## config.mk

```make
export PLATFORM = sky130hd
export DESIGN_NAME = periph_reset_ctrl
export DESIGN_NICKNAME = d
export VERILOG_FILES = /design/src/rtl/prc_pkg.sv /design/src/rtl/prc_key_lock.sv /design/src/rtl/prc_pulse_bank.sv /design/src/rtl/prc_host_reset.sv /design/src/rtl/periph_reset_ctrl.sv
export SDC_FILE = /design/constraint.sdc
export NUM_CORES = 1
export LEC_CHECK = 0
export BUFFER_PORTS_ARGS = -buffer_cell sky130_fd_sc_hd__buf_2
export CORE_MARGIN = 5
export CORE_UTILIZATION = 48
export DETAILED_ROUTE_END_ITERATION = 6
export PLACE_DENSITY = 0.69
export SLEW_MARGIN = 25
export SYNTH_ARGS = -nofsm -noshare
export SYNTH_HDL_FRONTEND = slang
export SYNTH_SLANG_ARGS = --single-unit
```

## constraint.sdc

```tcl
create_clock -name clk -period 2.15 [get_ports clk]
set_clock_uncertainty 0.15 [all_clocks]
set_input_delay 0.1075 -clock clk [delete_from_list [all_inputs] [get_ports clk]]
set_output_delay 0.1075 -clock clk [all_outputs]
set_load 0.01 [all_outputs]
```

## src/rtl/prc_pkg.sv

```systemverilog
package prc_pkg;
    localparam int unsigned ADDR_W = 4;
    localparam int unsigned WORD_W = 32;
    localparam logic [WORD_W-1:0] UNLOCK_KEY = 32'hA638_2D4C;
    localparam logic [ADDR_W-1:0] ADDR_LOCK    = 4'h0;
    localparam logic [ADDR_W-1:0] ADDR_HOSTCTL = 4'hE;
    localparam logic [ADDR_W-1:0] ADDR_STATUS  = 4'hF;

    typedef struct packed {
        logic sel_internal;
        logic force_on;
    } host_ctl_t;
endpackage

```

## src/rtl/prc_key_lock.sv

```systemverilog
module prc_key_lock
    import prc_pkg::*;
(
    input  logic              clk,
    input  logic              rst_n,
    input  logic              wr_lock,
    input  logic [WORD_W-1:0] wdata,
    output logic              locked
);
    typedef struct packed {
        logic locked;
    } lock_state_t;

    lock_state_t st_d, st_q;

    always_comb begin
        st_d = st_q;
        if (wr_lock) begin
            st_d.locked = (wdata != UNLOCK_KEY);
        end
    end

    always_ff @(posedge clk or negedge rst_n) begin
        if (!rst_n) st_q <= '{locked: 1'b1};
        else        st_q <= st_d;
    end

    assign locked = st_q.locked;


    unlock_key_chk: assert property (@(posedge clk) disable iff (!rst_n)
        (wr_lock && wdata == UNLOCK_KEY) |=> !locked);

    relock_chk: assert property (@(posedge clk) disable iff (!rst_n)
        (wr_lock && wdata != UNLOCK_KEY) |=> locked);
endmodule

```

## src/rtl/prc_pulse_bank.sv

```systemverilog
module prc_pulse_bank #(
    parameter int unsigned NUM_PERIPH = 160,
    parameter int unsigned PULSE_LEN  = 4
) (
    input  logic                  clk,
    input  logic                  rst_n,
    input  logic [NUM_PERIPH-1:0] fire,
    output logic [NUM_PERIPH-1:0] active
);
    localparam int unsigned CW = (PULSE_LEN > 1) ? $clog2(PULSE_LEN) : 1;

    typedef struct packed {
        logic [NUM_PERIPH-1:0]         on;
        logic [NUM_PERIPH-1:0][CW-1:0] cnt;
    } bank_t;

    bank_t bk_d, bk_q;

    always_comb begin
        bk_d = bk_q;
        for (int i = 0; i < NUM_PERIPH; i++) begin
            if (fire[i]) begin
                bk_d.on[i]  = 1'b1;
                bk_d.cnt[i] = CW'(PULSE_LEN - 1);
            end else if (bk_q.on[i]) begin
                if (bk_q.cnt[i] == '0) bk_d.on[i] = 1'b0;
                else                   bk_d.cnt[i] = bk_q.cnt[i] - 1'b1;
            end
        end
    end

    always_ff @(posedge clk or negedge rst_n) begin
        if (!rst_n) bk_q <= '0;
        else        bk_q <= bk_d;
    end

    assign active = bk_q.on;


    fire_sets_chk: assert property (@(posedge clk) disable iff (!rst_n)
        (|fire) |=> ((active & $past(fire)) == $past(fire)));
endmodule

```

## src/rtl/prc_host_reset.sv

```systemverilog
module prc_host_reset
    import prc_pkg::*;
(
    input  logic      clk,
    input  logic      rst_n,
    input  logic      sys_rst_in,
    input  logic      pwr_good2,
    input  logic      plat_rst_in,
    input  host_ctl_t ctl,
    output logic      int_rst,
    output logic      host_rst
);
    typedef struct packed {
        logic int_rst;
    } host_state_t;

    host_state_t hs_d, hs_q;

    always_comb begin
        hs_d.int_rst = sys_rst_in | ~pwr_good2 | ctl.force_on;
    end

    always_ff @(posedge clk or negedge rst_n) begin
        if (!rst_n) hs_q <= '{int_rst: 1'b1};
        else        hs_q <= hs_d;
    end

    assign int_rst  = hs_q.int_rst;
    assign host_rst = ctl.sel_internal ? hs_q.int_rst : plat_rst_in;


    host_src_on_chk: assert property (@(posedge clk) disable iff (!rst_n)
        (sys_rst_in || !pwr_good2 || ctl.force_on) |=> int_rst);

    host_src_off_chk: assert property (@(posedge clk) disable iff (!rst_n)
        (!sys_rst_in && pwr_good2 && !ctl.force_on) |=> !int_rst);
endmodule

```

## src/rtl/periph_reset_ctrl.sv

```systemverilog
module periph_reset_ctrl
    import prc_pkg::*;
#(
    parameter int unsigned NUM_PERIPH = 160,
    parameter int unsigned PULSE_LEN  = 4
) (
    input  logic                  clk,
    input  logic                  rst_n,
    input  logic                  bus_we,
    input  logic [3:0]            bus_addr,
    input  logic [31:0]           bus_wdata,
    output logic [31:0]           bus_rdata,
    input  logic                  sys_rst_in,
    input  logic                  pwr_good2,
    input  logic                  plat_rst_in,
    output logic [NUM_PERIPH-1:0] periph_rst,
    output logic                  host_rst
);
    localparam int unsigned NUM_REGS = (NUM_PERIPH + WORD_W - 1) / WORD_W;
    localparam int unsigned PAD_W    = NUM_REGS * WORD_W;

    typedef struct packed {
        host_ctl_t ctl;
    } top_regs_t;

    top_regs_t rg_d, rg_q;
    logic locked;
    logic int_rst;
    logic [PAD_W-1:0] fire_pad;
    logic [PAD_W-1:0] active_pad;
    logic [NUM_PERIPH-1:0] fire;

    prc_key_lock u_lock (
        .clk    (clk),
        .rst_n  (rst_n),
        .wr_lock(bus_we && bus_addr == ADDR_LOCK),
        .wdata  (bus_wdata),
        .locked (locked)
    );

    always_comb begin
        fire_pad = '0;
        for (int k = 0; k < NUM_REGS; k++) begin
            if (bus_we && !locked && bus_addr == ADDR_W'(k + 1))
                fire_pad[k*WORD_W +: WORD_W] = bus_wdata;
        end
    end
    assign fire = fire_pad[NUM_PERIPH-1:0];

    prc_pulse_bank #(.NUM_PERIPH(NUM_PERIPH), .PULSE_LEN(PULSE_LEN)) u_bank (
        .clk   (clk),
        .rst_n (rst_n),
        .fire  (fire),
        .active(periph_rst)
    );

    always_comb begin
        rg_d = rg_q;
        if (bus_we && bus_addr == ADDR_HOSTCTL) rg_d.ctl = host_ctl_t'(bus_wdata[1:0]);
    end

    always_ff @(posedge clk or negedge rst_n) begin
        if (!rst_n) rg_q <= '0;
        else        rg_q <= rg_d;
    end

    prc_host_reset u_host (
        .clk        (clk),
        .rst_n      (rst_n),
        .sys_rst_in (sys_rst_in),
        .pwr_good2  (pwr_good2),
        .plat_rst_in(plat_rst_in),
        .ctl        (rg_q.ctl),
        .int_rst    (int_rst),
        .host_rst   (host_rst)
    );

    always_comb begin
        active_pad = '0;
        active_pad[NUM_PERIPH-1:0] = periph_rst;
    end

    always_comb begin
        bus_rdata = '0;
        case (bus_addr)
            ADDR_LOCK:    bus_rdata[0]   = locked;
            ADDR_HOSTCTL: bus_rdata[1:0] = rg_q.ctl;
            ADDR_STATUS:  bus_rdata[0]   = ~int_rst;
            default: begin
                for (int k = 0; k < NUM_REGS; k++) begin
                    if (bus_addr == ADDR_W'(k + 1))
                        bus_rdata = active_pad[k*WORD_W +: WORD_W];
                end
            end
        endcase
    end

    // Pulse-length watch on peripheral 0
    logic [7:0] chk_len0;
    always_ff @(posedge clk or negedge rst_n) begin
        if (!rst_n)             chk_len0 <= '0;
        else if (fire[0])       chk_len0 <= 8'd1;
        else if (periph_rst[0]) chk_len0 <= (chk_len0 == 8'hFF) ? chk_len0 : chk_len0 + 8'd1;
        else                    chk_len0 <= '0;
    end


    pulse_len_chk: assert property (@(posedge clk) disable iff (!rst_n)
        periph_rst[0] |-> (chk_len0 != 0 && chk_len0 <= 8'(PULSE_LEN)));

    locked_ignore_chk: assert property (@(posedge clk) disable iff (!rst_n)
        (|(periph_rst & ~$past(periph_rst))) |-> $past(bus_we && !locked));
endmodule

```

==> qor.txt, run 1 <==
status = completed
core area = 49200 sq um
pwr dens = 1170 nW/um^2
sequential fraction of the synthesis area = 50.6%
Leakage = 14.9 nW
total power = 0.0320 W
final hold violation count = 0
CTS tree = yes
highest clock rate = 466 MHz
EDFF count, synth = 0
Reg clk slew, reported paths = 0.05 ns
DR pass1 iterations = 5
post-synthesis async set-or-reset flop share = 100%
power share of the combinational group = 30.6%
Crit Path Class = flip-flop to output port
CP max-delay cell = dfrtp_1
Tcrit/Tclk final = 99.8%
largest net degree at the start of global routing = 79
WP depth = 5
Syn. warnings = 0
Via density = 5.11
Synth area leaders = dfrtp_1 50%, nand2_1 10%, ha_1 8.4%
post-synthesis register bit count = 484
I/O Buffers = 234
Pins Over Slew Limit = 0
Avg Cell Area, Syn = 9.75 sq um
Main synth FF type = dfrtp_1
NumNets Final = 2840
CP startpoint kind = flip-flop
CTS Buffer Depth = 3
drt wl/cell = 17.7 microns
Initial Util = 48.7%
DIE HEIGHT = 233 microns
Root Driver = clkbuf_16
WP data arrival = 1.89 ns
post-synthesis cell area = 23900 sq um
Unique masters post-synth = 39
top cell family by delay on the critical path = compound AO/OA/AOI/OAI gates
area leader, netlist = dfrtp_1
Peak VDD IR = 0.000680 V
DRC Markers = 0
initial antenna violation count = 6
Synth top area share = 50.4%
worst slew margin relative to its limit = 63.1%
switching share of power = 31.3%
required time worst endpoint = 1.89 ns
worst-skew pair later-pin latency = 0.58 ns
max incr delay on CP = 0.37 ns
Switch Pwr = 0.0100 W
placed instance area = 25200 sq um
CTS H-tree depth = 2
class of the worst hold path = input pin to flip-flop
Post-Route WL = 59200 microns
layout cell share with drive strength beyond 1 = 14.5%
vias in the first global route = 17700
DIE AREA = 54400 sq um
CP Cell Sequence = mux2_2 -> a22oi_2 -> nor3_1 -> a2111o_1 -> buf_6
R2R cell count = 5
vias = 17100
Worst Tran Pin Value = 0.545 ns
cts bufs inserted = 51
RSZ-0062 raised after global routing = yes
post-route minimum period = 2.15 ns
die width = 233 microns
final setup vio count = 0
DR iter-0 viols = 1192
Global Route Usage Sum = 21.8%
Finished Cell Area = 27300 sq um
CP max FO = 2
Placer Congestion = 0.838
Clock power frac = 27.1%
row count = 81
Synth Instances = 2455
area grow syn2layout = 13.9%
max_cap viols = 0
synthesized net count = 2657
Cell Int Power = 0.0220 W
Flop pwr share = 42.3%
first-pass GRT wire length = 93300 microns
hold depth = 5
hpwl dp = 42600 microns
CP Buf/Inv Count = 1
CTS Sinks = 484
final antenna-violating net count = 0
io pins = 235
CP endpoint kind = output port
total gr overflow = 0
final timing paths:
path / from / to / slack, ns
min reg2reg: u_bank.bk_q[89] / u_bank.bk_q[89] / 0.35
min in group asynchronous: rst_n / u_host.int_rst / 0.11
max in group asynchronous: rst_n / u_bank.bk_q[238] / 1.29
max reg2reg: u_lock.locked / u_bank.bk_q[301] / 0.24
min: bus_addr[2] / rg_q[1] / 0.06
max: u_bank.active[0] / bus_rdata[0] / 0.004
cell type report:
cell class,instances,area (sq um)
antenna,3,7.51
clock buffer,76,1530
clock inverter,10,100
fill,4146,21900
inverter,321,1200
multi-input combinational,1452,9280
sequential,484,12100
tap,664,831
timing repair buffer,328,2190
state kept, by name (all words and copies together) (netlist names):
| signal | flops |
|---|---|
| u_bank.bk_q | 320 |
| u_host.int_rst | 1 |
| rg_q | 2 |
| u_lock.locked | 1 |
| u_bank.active | 160 |
power groups by stage:
stage / Sequential, W / Combinational (W) / Clock, W
after global routing: 0.0139 / 0.0115 / 0.00923
after floorplan: 0.0133 / 0.00762 / 0
final: 0.0135 / 0.00980 / 0.00866
after detailed placement: 0.0137 / 0.00974 / 0
after global placement: 0.0135 / 0.00867 / 0
after CTS: 0.0135 / 0.00996 / 0.00888
synthesized netlist by cell type, types with 2 or more instances:
cell	number
buf_2	13
nor4bb_1	3
dfstp_2	2
nor3_2	2
buf_6	6
o21ai_0	30
nor3_1	2
nor4_2	2
nand4_1	2
nor2b_1	3
nand2b_1	162
dfrtp_1	482
inv_1	321
ha_1	160
a22oi_1	31
nor3_4	2
clkbuf_1	15
nand2_1	642
nor2_1	8
mux2_2	4
nor4_1	3
xnor2_1	160
a21oi_1	33
a221oi_1	30
buf_4	164
o211ai_1	160
worst reg2reg max path, stage by stage, from the launching register on:
cell,delay (ns)
dfstp_2,0.37
nand2b_1,0.35
nor3_4,0.23
buf_4,0.40
nand2_1,0.19
o211ai_1,0.13
routing by layer:
metal  GRT usage, %  vias to the layer above  wire, microns
met4           8.33                        8           2220
met3           5.12                      132           4600
met5              0                        -             60
li1               -                     8094              -
met2           36.2                      490          28100
met1           27.7                     8333          24200
metrics by stage:
step	hold WS (ns)	util, %	setup TNS, ns	cells	setup slack [ns]
after global placement	-0.0650	51.2	0	3208	0.180
after CTS	0.0232	55.4	-0.0428	3335	-0.0393
final	0.0641	55.4	0	3338	0.00396
after detailed placement	-0.0579	51.2	0	3208	0.155
after floorplan	-0.338	-	0	2455	0.567
after global routing	0.0781	55.4	-0.0666	3337	-0.0666
kinds of logic after synthesis:
logic type | Yosys count | synth area share, %
AOI/OAI and AO/OA | 289 | 8.59
xor gates and xnor gates | 160 | 5.85
adders and majority gates | 160 | 8.36
buffers and inverters | 519 | 11.0
DFF | 484 | 50.6
muxes | 5 | 0.230
and+or+nand+nor | 838 | 15.4
repair_timing:
action,4_1_cts,5_1_grt
hold endpoints to repair,968,0
pin swaps,0,3
hold buffers,39,0
gates resized for setup,3,1
setup endpoints to repair,1,2
buffers inserted,2,0
cell usage in the layout, fill, tap and decap left out, types with 2 or more instances in the layout:
| cell | netlist | layout |
|---|---|---|
| nand2_1 | 642 | 642 |
| dfrtp_1 | 482 | 482 |
| inv_1 | 321 | 321 |
| buf_2 | 13 | 232 |
| nand2b_1 | 162 | 162 |
| xnor2_1 | 160 | 160 |
| o211ai_1 | 160 | 160 |
| ha_1 | 160 | 160 |
| clkbuf_16 | 0 | 53 |
| buf_4 | 164 | 40 |
| dlygate4sd3_1 | 0 | 38 |
| a21oi_1 | 33 | 33 |
| a221oi_1 | 30 | 30 |
| a22oi_1 | 31 | 30 |
| o21ai_0 | 30 | 30 |
| buf_12 | 0 | 16 |
| clkbuf_8 | 0 | 12 |
| clkbuf_1 | 15 | 11 |
| clkinv_2 | 0 | 8 |
| nor2_1 | 8 | 5 |
| nor3_4 | 2 | 4 |
| mux2_2 | 4 | 4 |
| diode_2 | 0 | 3 |
| nor2_4 | 0 | 3 |
| nor4bb_1 | 3 | 3 |
| nor4_1 | 3 | 2 |
| nor2b_1 | 3 | 2 |
| nor4_4 | 0 | 2 |
| nand4_1 | 2 | 2 |
| bufinv_16 | 0 | 2 |
| dfstp_2 | 2 | 2 |
Power figures use the tool's default switching activity.
==> inputs of run 2 (changes only) <==
==> constraint.sdc (replaced) <==
create_clock -name clk -period 2.15 [get_ports clk]
set_clock_uncertainty 0.15 [all_clocks]
set_input_delay 0.1075 -clock clk [delete_from_list [all_inputs] [get_ports clk]]
set_output_delay 0.1075 -clock clk [all_outputs]
set_load 0.1 [all_outputs]
==> qor.txt, run 2 (same netlist as run 1, synthesis figures left out) <==
highest clock rate = 442 MHz
largest register by flop count = u_bank.bk_q
Via density = 5.15
RSZ-0062 raised after global routing = yes
status = finished with violations
DIE AREA = 54400 sq um
WP depth = 5
max reg flops = 320
final antenna-violating net count = 0
final setup vio count = 1
R2R cell count = 5
I/O Buffers = 234
CP max FO = 2
CP startpoint kind = flip-flop
io pins = 235
max_cap viols = 0
CP Buf/Inv Count = 1
commonest non-fill, non-tap cell in the layout = nand2_1
CTS Sinks = 484
vias in the first global route = 18100
Worst Tran Pin Value = 0.747 ns
drt wl/cell = 17.5 microns
filler instances = 4120
hold depth = 5
placed instance area = 26100 sq um
Placer Congestion = 0.815
failing checks = setup timing
Post-Route WL = 58600 microns
max incr delay on CP = 0.56 ns
hpwl dp = 42500 microns
Leakage = 15.2 nW
CP Cell Sequence = nor2b_1 -> a21oi_2 -> nor2_2 -> a2111o_1 -> buf_12
NumNets Final = 2850
DIE HEIGHT = 233 microns
Peak VDD IR = 0.000711 V
DR iter-0 viols = 963
largest net degree at the start of global routing = 77
Global Route Usage Sum = 21.6%
required time worst endpoint = 1.89 ns
Setup WS post-layout = -0.114 ns
first-pass GRT wire length = 93100 microns
setup_tns = -0.114 ns
worst slew margin relative to its limit = 50.1%
Pins Over Slew Limit = 0
CTS H-tree depth = 2
worst-skew pair later-pin latency = 0.58 ns
DR pass1 iterations = 5
top cell family by delay on the critical path = flip-flops
CTS Buffer Depth = 3
total gr overflow = 0
Root Driver = clkbuf_16
CP endpoint kind = output port
fin cells = 3351
DRC Markers = 0
most frequent cells in the layout = 642 x nand2_1, 482 x dfrtp_1, 321 x inv_1
initial antenna violation count = 5
Reg clk slew, reported paths = 0.06 ns
CTS tree = yes
Crit Path Class = flip-flop to output port
final hold violation count = 0
class of the worst hold path = input pin to flip-flop
Finished Cell Area = 28400 sq um
Initial Util = 48.7%
pwr dens = 1180 nW/um^2
Final Util = 57.7%
Tcrit/Tclk final = 105%
cts bufs inserted = 53
placed cells = 3214
core area = 49200 sq um
row count = 81
area grow syn2layout = 18.5%
layout cell share with drive strength beyond 1 = 16.3%
die width = 233 microns
WP data arrival = 2.01 ns
post-route minimum period = 2.26 ns
vias = 17300
CP max-delay cell = dfstp_2
run 2: final timing paths:
check,start,end,slack (ns)
setup / recovery,u_host.int_rst,bus_rdata[0],-0.11
hold / removal,bus_addr[2],rg_q[1],0.09
setup reg to reg,u_lock.locked,u_bank.bk_q[209],0.23
hold reg to reg,u_bank.bk_q[191],u_bank.bk_q[191],0.36
max in group asynchronous,rst_n,u_bank.active[23],0.83
min in group asynchronous,rst_n,u_bank.bk_q[206],0.55
run 2: final cells by class:
class                   count  area [sq um]  share of cell area [%]
diodes                      1          2.50                 0.00882
clock buffers              81          1610                    5.68
clock inverters            12           144                   0.507
inverters                 321          1200                    4.25
multi-input cells        1452          9640                    34.0
flip-flops and latches    484         12100                    42.7
well taps                 664           831                    2.93
repair buffers            336          2820                    9.93
run 2: timing repair:
action / CTS / global route
setup buffers: 2 / 2
hold endpoints to repair: 966 / 0
pin swaps: 1 / 5
hold buffers: 39 / 0
setup endpoints to repair: 1 / 3
resized for setup: 2 / 6
run 2: where the power goes:
| group | switching [W] | internal [W] |
|---|---|---|
| clock | 0.00361 | 0.00548 |
| sequential | 0.00128 | 0.0122 |
| combinational | 0.00615 | 0.00475 |
| total | 0.0110 | 0.0225 |
run 2: per-stage QoR:
step / setup WS, ns / hold WS, ns / power [W]
floorplan: -0.0506 / -0.338 / 0.0219
global placement: -0.158 / -0.0907 / 0.0232
detailed placement: 0.130 / -0.0833 / 0.0245
CTS: -0.147 / 0.0340 / 0.0339
global route: -0.187 / 0.108 / 0.0361
finish: -0.114 / 0.0942 / 0.0335
run 2: routing by layer:
layer | GRT usage (%) | up-vias | wire [microns]
li1 | - | 8123 | -
met1 | 27.7 | 8535 | 24400
met2 | 36.6 | 462 | 28200
met3 | 3.77 | 126 | 3870
met4 | 8.31 | 8 | 2080
met5 | 0 | - | 50
run 2: worst register-to-register path, stage by stage, from the launching register on:
cell and delay [ns]:
dfstp_2 0.38, nand2b_1 0.36, nor4_4 0.38, buf_4 0.32, nand2_1 0.13, o211ai_1 0.10
==> inputs of run 3 (changes only) <==
--- a/config.mk
+++ b/config.mk
@@ -9,8 +9,9 @@
 export CORE_MARGIN = 5
 export CORE_UTILIZATION = 48
 export DETAILED_ROUTE_END_ITERATION = 6
-export PLACE_DENSITY = 0.69
+export PLACE_DENSITY = 0.68
 export SLEW_MARGIN = 25
 export SYNTH_ARGS = -nofsm -noshare
 export SYNTH_HDL_FRONTEND = slang
+export SYNTH_HIERARCHICAL = 1
 export SYNTH_SLANG_ARGS = --single-unit
==> qor.txt, run 3 <==
NumNets Final = 3215
pwr dens = 1140 nW/um^2
DIE AREA = 64800 sq um
max incr delay on CP = 0.38 ns
DIE HEIGHT = 255 microns
DRC Markers = 0
most frequent cell after synthesis = dfrtp_1
initial antenna violation count = 5
hpwl dp = 50900 microns
worst-skew pair later-pin latency = 0.61 ns
WP data arrival = 1.93 ns
CP max-delay cell = a221oi_4
Worst Tran Pin Value = 0.579 ns
max reg flops = 320
Synth area leaders = dfrtp_1 42%, ha_1 7.0%, nand2b_4 4.7%
total gr overflow = 0
total power = 0.0389 W
CP Buf/Inv Count = 1
met3 routed WL = 4370 microns
area grow syn2layout = 18.6%
commonest cells in the netlist = 482 x dfrtp_1, 320 x inv_1, 232 x nor2_1
highest clock rate = 456 MHz
DR iter-0 viols = 1371
die width = 255 microns
post-synthesis async set-or-reset flop share = 100%
CTS tree = yes
failing checks = setup timing
status = finished with violations
Unique masters post-synth = 44
I/O Buffers = 234
R2R setup slack = 0.06 ns
io pins = 235
Avg Cell Area, Syn = 10.3 sq um
core area = 59100 sq um
vias = 20600
Leakage = 17.0 nW
DR pass1 iterations = 5
final antenna-violating net count = 0
Placer Congestion = 0.784
post-route minimum period = 2.19 ns
Crit Path Class = flip-flop to output port
RSZ-0062 raised after global routing = yes
largest net degree at the start of global routing = 91
Initial Util = 48.5%
CTS H-tree depth = 2
max_cap viols = 0
WP depth = 5
Critical Path Start = u_bank/active[35]
met1 wire length = 31100 microns
CTS Buffer Depth = 3
r2r startpoint = u_lock/locked
Tcrit/Tclk final = 102%
Main synth FF type = dfrtp_1
commonest non-fill, non-tap cell in the layout = dfrtp_1
row count = 89
first-pass GRT wire length = 112000 microns
Synth top area share = 42.0%
synthesized net count = 2986
sequential fraction of the synthesis area = 42.2%
class of the worst hold path = input pin to async pin
Root Driver = clkbuf_16
drt wl/cell = 19.1 microns
smallest hold slack = 0.0829 ns
final setup vio count = 4
area leader, netlist = dfrtp_1
Via density = 5.36
CTS Sinks = 484
largest register by flop count = u_bank/bk_q
Post-Route WL = 73100 microns
placed instance area = 31100 sq um
Setup WS post-layout = -0.0407 ns
worst slew margin relative to its limit = 61.2%
EDFF count, synth = 0
Finished Cell Area = 34000 sq um
post-synthesis cell area = 28700 sq um
CP endpoint kind = output port
cts bufs inserted = 55
Peak VDD IR = 0.000769 V
Pins Over Slew Limit = 0
required time worst endpoint = 1.89 ns
CP max FO = 2
CP Cell Sequence = o21ai_2 -> nand2_1 -> o211ai_1 -> a221oi_4 -> buf_12
Synth Instances = 2784
Syn. warnings = 6
most frequent cells in the layout = 427 x dfrtp_1, 320 x inv_1, 226 x nor2_1
top cell family by delay on the critical path = compound AO/OA/AOI/OAI gates
uppermost routed layer = met4
Reg clk slew, reported paths = 0.06 ns
Global Route Usage Sum = 21.8%
final hold violation count = 0
layout cell share with drive strength beyond 1 = 28.3%
vias in the first global route = 21200
met2 wire len = 35500 microns
post-synthesis register bit count = 484
CP startpoint kind = flip-flop
R2R cell count = 8
-- run 3: cell types whose count changed after synthesis, moves of 96 or more --
cell,change
mux2i_1,+121
a211o_1,+98
and4bb_2,+101
nor2b_1,+120
and2_1,+160
xnor2_1,-160
nor2_1,+224
nand2_1,-579
o211ai_1,-131
nor3b_1,+97
nand2b_4,+96
-- run 3: cells by family after synthesis --
group	Yosys count	share of synthesized area, %
buffers and inverters	532	9.16
AOI/OAI and AO/OA	364	8.56
adders and majority gates	160	6.97
DFF	484	42.2
muxes	125	4.37
and+or+nand+nor	1119	28.7
-- run 3: path summary, 6_finish.rpt --
kind                                           end
worst min register to register    u_bank/bk_q[173]
worst max register to register    u_bank/bk_q[260]
min in group clk                    u_host/int_rst
worst max-delay path                  bus_rdata[3]
worst min-delay path             u_bank/active[68]
max in group asynchronous       u_bank/active[156]
-- run 3: worst reg2reg max path, cell delays in order, from the launching register on --
cell      delay (ns)
dfstp_2         0.39
nor2b_2         0.13
nand3b_1        0.17
buf_4           0.19
nor2_4          0.13
buf_12          0.24
and2_1          0.23
and4bb_2        0.24
a21oi_1         0.13
-- run 3: layer usage --
| layer | vias up | track usage, % |
|---|---|---|
| li1 | 9663 | - |
| met1 | 10300 | 28.2 |
| met2 | 499 | 37.2 |
| met3 | 138 | 4.20 |
| met4 | 0 | 7.07 |
| met5 | - | 0 |
-- run 3: through the flow --
step / worst slack, ns / setup TNS, ns / utilization [%] / cells
2_1_floorplan: -0.160 / -0.160 / - / 2784
3_3_place_gp: 0.0355 / 0 / 52.7 / 3633
3_5_place_dp: 0.0169 / 0 / 52.7 / 3633
4_1_cts: -0.0921 / -0.220 / 57.0 / 3801
5_1_grt: -0.0946 / -0.654 / 57.6 / 3830
6_report: -0.0407 / -0.0884 / 57.6 / 3835
-- run 3: cell type report --
| cell class | count | area, sq um |
|---|---|---|
| diodes | 5 | 12.5 |
| clock buffers | 88 | 1660 |
| clock inverters | 13 | 218 |
| fillers | 4792 | 25100 |
| inverters | 320 | 1200 |
| multi-input cells | 1768 | 14500 |
| flip-flops and latches | 484 | 12200 |
| well taps | 773 | 967 |
| repair buffers | 384 | 3260 |
-- run 3: timing repair --
action,in CTS,in global routing
hold buffers,39,0
buffers inserted,28,28
resized for setup,54,27
setup endpoints to repair,31,42
gates cloned,0,1
pin swaps,28,40
hold endpoints to repair,968,0
-- run 3: power by group --
part,switching [W],internal [W]
clock,0.00384,0.00598
combinational,0.00769,0.00685
sequential,0.00217,0.0123
